`src/rtl/replay_pkg.sv`:
```
package replay_pkg;
  typedef enum logic [1:0] {
    OP_IDLE   = 2'd0,
    OP_INSERT = 2'd1,
    OP_CLEAR  = 2'd2
  } slot_op_e;
endpackage

```
`src/rtl/replay_slot.sv`:
```
module replay_slot
  import replay_pkg::*;
#(
  parameter int unsigned PFX_W = 10
) (
  input  logic             clk_i,
  input  logic             rst_ni,
  input  slot_op_e         op_i,
  input  logic             sel_i,
  input  logic [PFX_W-1:0] data_i,
  output logic             valid_o,
  output logic [PFX_W-1:0] prefix_o
);
  logic             valid_q;
  logic [PFX_W-1:0] prefix_q;

  always_ff @(posedge clk_i or negedge rst_ni) begin
    if (!rst_ni) begin
      valid_q  <= 1'b0;
      prefix_q <= '0;
    end else begin
      case (op_i)
        OP_CLEAR:  valid_q <= 1'b0;
        OP_INSERT: if (sel_i) begin
          valid_q  <= 1'b1;
          prefix_q <= data_i;
        end
        default: ;
      endcase
    end
  end

  assign valid_o  = valid_q;
  assign prefix_o = prefix_q;
endmodule

```
`src/rtl/replay_match.sv`:
```
module replay_match #(
  parameter int unsigned PFX_W = 10,
  parameter int unsigned DEPTH = 5
) (
  input  logic [DEPTH-1:0]            valid_i,
  input  logic [DEPTH-1:0][PFX_W-1:0] prefix_i,
  input  logic [PFX_W-1:0]            key_i,
  output logic                        match_o
);
  logic [DEPTH-1:0] eq;

  for (genvar g = 0; g < DEPTH; g++) begin : g_cmp
    // invalid slots are masked so stale or zero contents never match
    assign eq[g] = valid_i[g] && (prefix_i[g] == key_i);
  end

  assign match_o = |eq;
endmodule

```
`src/rtl/replay_fifo_ptr.sv`:
```
module replay_fifo_ptr #(
  parameter int unsigned DEPTH = 5,
  parameter int unsigned PTR_W = 3
) (
  input  logic             clk_i,
  input  logic             rst_ni,
  input  logic             clear_i,
  input  logic             adv_i,
  output logic [PTR_W-1:0] ptr_o
);
  logic [PTR_W-1:0] ptr_q;

  always_ff @(posedge clk_i or negedge rst_ni) begin
    if (!rst_ni)       ptr_q <= '0;
    else if (clear_i)  ptr_q <= '0;
    else if (adv_i)    ptr_q <= (ptr_q == PTR_W'(DEPTH-1)) ? '0 : ptr_q + 1'b1;
  end

  assign ptr_o = ptr_q;
endmodule

```
`src/rtl/prefix_replay_filter.sv`:
```
module prefix_replay_filter
  import replay_pkg::*;
#(
  parameter int unsigned PFX_W = 10,
  parameter int unsigned DEPTH = 5
) (
  input  logic             clk_i,
  input  logic             rst_ni,
  input  logic             clear_i,
  input  logic             lookup_valid_i,
  input  logic [PFX_W-1:0] lookup_prefix_i,
  input  logic             insert_i,
  input  logic [PFX_W-1:0] insert_prefix_i,
  output logic             hit_valid_o,
  output logic             hit_o
);
  localparam int unsigned PTR_W = (DEPTH > 1) ? $clog2(DEPTH) : 1;

  logic [DEPTH-1:0]            entry_valid;
  logic [DEPTH-1:0][PFX_W-1:0] entry_prefix;
  logic [PTR_W-1:0]            wr_ptr;
  slot_op_e                    op;
  logic                        match;
  logic                        hit_valid_q, hit_q;

  // clear wins over insert in the same cycle
  always_comb begin
    if (clear_i)       op = OP_CLEAR;
    else if (insert_i) op = OP_INSERT;
    else               op = OP_IDLE;
  end

  replay_fifo_ptr #(.DEPTH(DEPTH), .PTR_W(PTR_W)) u_ptr (
    .clk_i   (clk_i),
    .rst_ni  (rst_ni),
    .clear_i (clear_i),
    .adv_i   (insert_i && !clear_i),
    .ptr_o   (wr_ptr)
  );

  for (genvar g = 0; g < DEPTH; g++) begin : g_slot
    replay_slot #(.PFX_W(PFX_W)) u_slot (
      .clk_i    (clk_i),
      .rst_ni   (rst_ni),
      .op_i     (op),
      .sel_i    (wr_ptr == PTR_W'(g)),
      .data_i   (insert_prefix_i),
      .valid_o  (entry_valid[g]),
      .prefix_o (entry_prefix[g])
    );
  end

  // compares against pre-update contents, so same-cycle writes are not seen
  replay_match #(.PFX_W(PFX_W), .DEPTH(DEPTH)) u_match (
    .valid_i  (entry_valid),
    .prefix_i (entry_prefix),
    .key_i    (lookup_prefix_i),
    .match_o  (match)
  );

  always_ff @(posedge clk_i or negedge rst_ni) begin
    if (!rst_ni) begin
      hit_valid_q <= 1'b0;
      hit_q       <= 1'b0;
    end else begin
      hit_valid_q <= lookup_valid_i;
      hit_q       <= lookup_valid_i && match;
    end
  end

  assign hit_valid_o = hit_valid_q;
  assign hit_o       = hit_q;
endmodule

```
`config.mk`:
```
export PLATFORM = sky130hd
export DESIGN_NAME = prefix_replay_filter
export DESIGN_NICKNAME = d
export VERILOG_FILES = /design/src/rtl/replay_pkg.sv /design/src/rtl/replay_slot.sv /design/src/rtl/replay_match.sv /design/src/rtl/replay_fifo_ptr.sv /design/src/rtl/prefix_replay_filter.sv
export SDC_FILE = /design/constraint.sdc
export NUM_CORES = 1
export LEC_CHECK = 0
export BUFFER_PORTS_ARGS = -buffer_cell sky130_fd_sc_hd__buf_2
export CORE_ASPECT_RATIO = 1.1
export CORE_MARGIN = 3
export CORE_UTILIZATION = 54
export DETAILED_ROUTE_END_ITERATION = 6
export PLACE_DENSITY = 0.73
export SETUP_SLACK_MARGIN = 0.15
export SLEW_MARGIN = 30
export SYNTH_ARGS = -nofsm -noshare
export SYNTH_HDL_FRONTEND = slang
export SYNTH_HIERARCHICAL = 1
export SYNTH_SLANG_ARGS = --single-unit
```
`constraint.sdc`:
```
create_clock -name clk_i -period 1.43 [get_ports clk_i]
set_clock_uncertainty 0.1 [all_clocks]
set_input_delay 0.2145 -clock clk_i [delete_from_list [all_inputs] [get_ports clk_i]]
set_output_delay 0.2145 -clock clk_i [all_outputs]
set_load 0.01 [all_outputs]
```
==> results.json <==
{
  "status": "finished with violations",
  "clk_pin_slew_ps": 70,
  "grt.overflow.total": 0,
  "start_util_pct": 57.8,
  "drive_above_1_share_pct": 47.3,
  "max_freq_ghz": 0.629,
  "first_global_vias": 2089,
  "async_reset_ff_share_pct": 100,
  "track_usage_pct": 21.8,
  "rsz0062_at_grt": "true",
  "numCtsBuffers": 9,
  "cts_tree": "done",
  "fillCellCount": 399,
  "path_class": "flop to flop",
  "nNetsFinal": 314,
  "fin_crit_sh_pct": 111,
  "synth_top_area_share_pct": 46.7,
  "synth_nets": 261,
  "ir_drop_uv": 687,
  "p_leak_nw": 1.86,
  "num_vias": 1933,
  "syn_area_um2": 3220,
  "routedWlPerCell_um": 18.0,
  "finalMaxSlewViolations": 0,
  "ys_ff_latch": 60,
  "synth-edff-count": 0,
  "startpoint": "u_ptr/ptr_o[1]$_DFFE_PN0P_",
  "dr.max_layer_used": "met4",
  "core.rowCount": 28,
  "place_area_um2": 3600,
  "ys_top_cells_by_area": "dfrtp_1, mux2_4, xnor2_1, xor2_1, nor2b_4",
  "syn2layout_area_growth_pct": 21.5,
  "hold_class": "input port to flop",
  "drtIter0Drc": 98,
  "intPower_mw": 3.08,
  "dp_cells": 347,
  "min_path_cells": 2,
  "r2r_start": "u_ptr/ptr_o[1]$_DFFE_PN0P_",
  "avgSynthCellArea_um2": 13.8,
  "setup_viol": 51,
  "dp.final_hpwl_um": 4540,
  "grt_pass1_wl_um": 11000,
  "critPathArrivalTime_ps": 1720,
  "r2r_cells": 4,
  "comb_power_share_pct": 20.0,
  "synth_ff_type": "dfrtp_1",
  "tightest_slew_ps": 394,
  "first_pass_iters": 4,
  "hp-start": "insert_prefix_i[9]",
  "seqPwrFrac_pct": 48.7,
  "ios": 27,
  "p_switching_mw": 1.10,
  "viasPerCell": 5.27,
  "fin_tns_setup_ps": -6070,
  "numPortBuffers": 26,
  "min_to": "g_slot[4].u_slot/prefix_o[9]$_DFFE_PN0P_",
  "power.density_nw_per_um2": 1070,
  "wl_met1_um": 3080,
  "root_buffer": "clkbuf_8",
  "finalHoldViolCount": 0,
  "dieHeight_um": 87.0,
  "drv_cap": 0,
  "fin_crit_ps": 1590,
  "syn_inst": 234,
  "antenna_left": 0,
  "end_kind": "flop",
  "core_um2": 5570,
  "wl_met3_um": 194,
  "cp.required_ps": 1550,
  "yosysTopAreaCell": "dfrtp_1",
  "p_clk_share_pct": 31.3,
  "gp_congestion": 0.849,
  "total_power_mw": 4.17,
  "design_area_um2": 3910,
  "grt_max_degree": 27,
  "cts_buffer_depth": 2,
  "timing.rr.end": "g_slot[4].u_slot/prefix_o[4]$_DFFE_PN0P_",
  "die-area_um2": 6920,
  "yosysUniqueCellTypes": 30,
  "cts_sinks": 60,
  "antenna_found_initial": 0,
  "htreeDepth": 3,
  "relSlewSlack_pct": 73.7,
  "swShare_pct": 26.3,
  "r2r_slack_ps": -160,
  "wl_um": 6620,
  "die_w_um": 79.6,
  "stdcell_count": 367,
  "worstPathMaxFanout": 10,
  "violations": "negative setup slack",
  "insertion_delay_ps": 340,
  "route.detailed.drc": 0,
  "start_kind": "flop",
  "routed-wl-met2_um": 3240,
  "yosys_warnings": 6,
  "yosysSeqAreaShare_pct": 46.7,
  "fin_ws_ps": -161,
  "diodes": 0
}
-- state kept, by name (all words and copies together) (netlist names) --
name / cells
g_slot.u_slot/prefix_o: 50
hit_o: 1
g_slot.u_slot/valid_o: 5
u_ptr/ptr_o: 3
hit_valid_o: 1
-- layer usage --
metal	GRT usage, %	up-vias
met5	0	-
met4	8.75	0
met3	4.97	11
met2	34.2	34
met1	29.2	972
li1	-	916
-- critical path: stages (launching register included) --
cell	delay (ps)
dfrtp_2	460
nor3b_2	210
nor2b_4	250
nand2_8	140
mux2_4	320
-- repair_timing --
item / 4_1_cts / 5_1_grt
buffers inserted: 0 / 2
endpoints found under the setup margin: 53 / 58
hold endpoints to repair: 14 / 0
resized for setup: 20 / 5
hold buffers: 2 / 0
pin swaps: 5 / 5
-- area by class of cell --
type	instances	area [um^2]	area share, %
clock buffer	14	153	3.91
clock inverter	2	10.0	0.256
inverter	7	28.8	0.736
multi-input combinational	157	1730	44.3
sequential	60	1510	38.5
tap	75	93.8	2.40
timing repair buffer	52	388	9.92
-- worst max-delay path by stage --
stage	endpoint	slack [ps]
final	g_slot[4].u_slot/prefix_o[4]$_DFFE_PN0P_	-160
after global routing	g_slot[4].u_slot/prefix_o[3]$_DFFE_PN0P_	-200
after CTS	g_slot[3].u_slot/prefix_o[3]$_DFFE_PN0P_	-130
after detailed placement	g_slot[0].u_slot/prefix_o[0]$_DFFE_PN0P_	-160
after global placement	g_slot[0].u_slot/prefix_o[0]$_DFFE_PN0P_	-140
after floorplan	g_slot[2].u_slot/prefix_o[0]$_DFFE_PN0P_	-40
-- logic make-up (layout without fill, tap and decap cells) --
group / Yosys count / after routing / share of synthesized area, %
flip-flops: 60 / 60 / 46.7
AND/OR/NAND/NOR: 38 / 38 / 9.41
adder cells (fa/ha/maj): 2 / 2 / 0.777
AO/OA/AOI/OAI: 16 / 16 / 3.15
buffers and inverters: 17 / 75 / 2.76
XOR/XNOR: 50 / 50 / 13.6
multiplexers: 51 / 51 / 23.6
-- Yosys cell counts (3+ instances only) --
master   count
dfrtp_1     60
mux2_4      50
xnor2_1     42
nand4_1     10
o21ai_0     10
buf_2        8
xor2_1       8
inv_1        7
nand2_4      5
nor2b_4      5
nor3b_1      3
-- power groups by stage --
| stage | sequential, mW | clock, mW | combinational, mW |
|---|---|---|---|
| final | 2.03 | 1.31 | 0.833 |
| after global routing | 2.06 | 1.41 | 0.896 |
| after CTS | 2.03 | 1.33 | 0.831 |
| after detailed placement | 2.06 | 0 | 0.802 |
| after global placement | 2.05 | 0 | 0.790 |
| after floorplan | 2.02 | 0 | 0.558 |
-- cell usage in the layout (no fill, tap or decap), types with 2 or more instances in the layout --
| cell type | Yosys | final |
|---|---|---|
| nand2_8 | 0 | 5 |
| nor2b_4 | 5 | 6 |
| buf_4 | 0 | 18 |
| nand3_1 | 2 | 2 |
| a21oi_1 | 2 | 2 |
| mux2_4 | 50 | 50 |
| inv_1 | 7 | 6 |
| clkinv_2 | 0 | 2 |
| o21ai_1 | 0 | 4 |
| nor3_2 | 1 | 2 |
| dlygate4sd3_1 | 0 | 2 |
| nor3b_2 | 0 | 3 |
| nor2_1 | 2 | 2 |
| dfrtp_2 | 0 | 3 |
| buf_12 | 0 | 4 |
| clkbuf_8 | 0 | 10 |
| xor2_1 | 8 | 8 |
| dfrtp_1 | 60 | 57 |
| ha_4 | 0 | 2 |
| buf_2 | 8 | 26 |
| o21ai_0 | 10 | 6 |
| buf_6 | 2 | 2 |
| clkbuf_1 | 0 | 4 |
| nand4_1 | 10 | 10 |
| xnor2_1 | 42 | 42 |
-- per-stage QoR --
stage	worst slack (ps)	hold WS, ps	util (%)
finish	-161	73.1	70.2
global route	-200	72.9	70.2
CTS	-128	65.5	69.7
global placement	-136	60.3	64.7
floorplan	-43.4	-181	-
detailed placement	-164	66.2	64.7
Power figures use the tool's default switching activity.
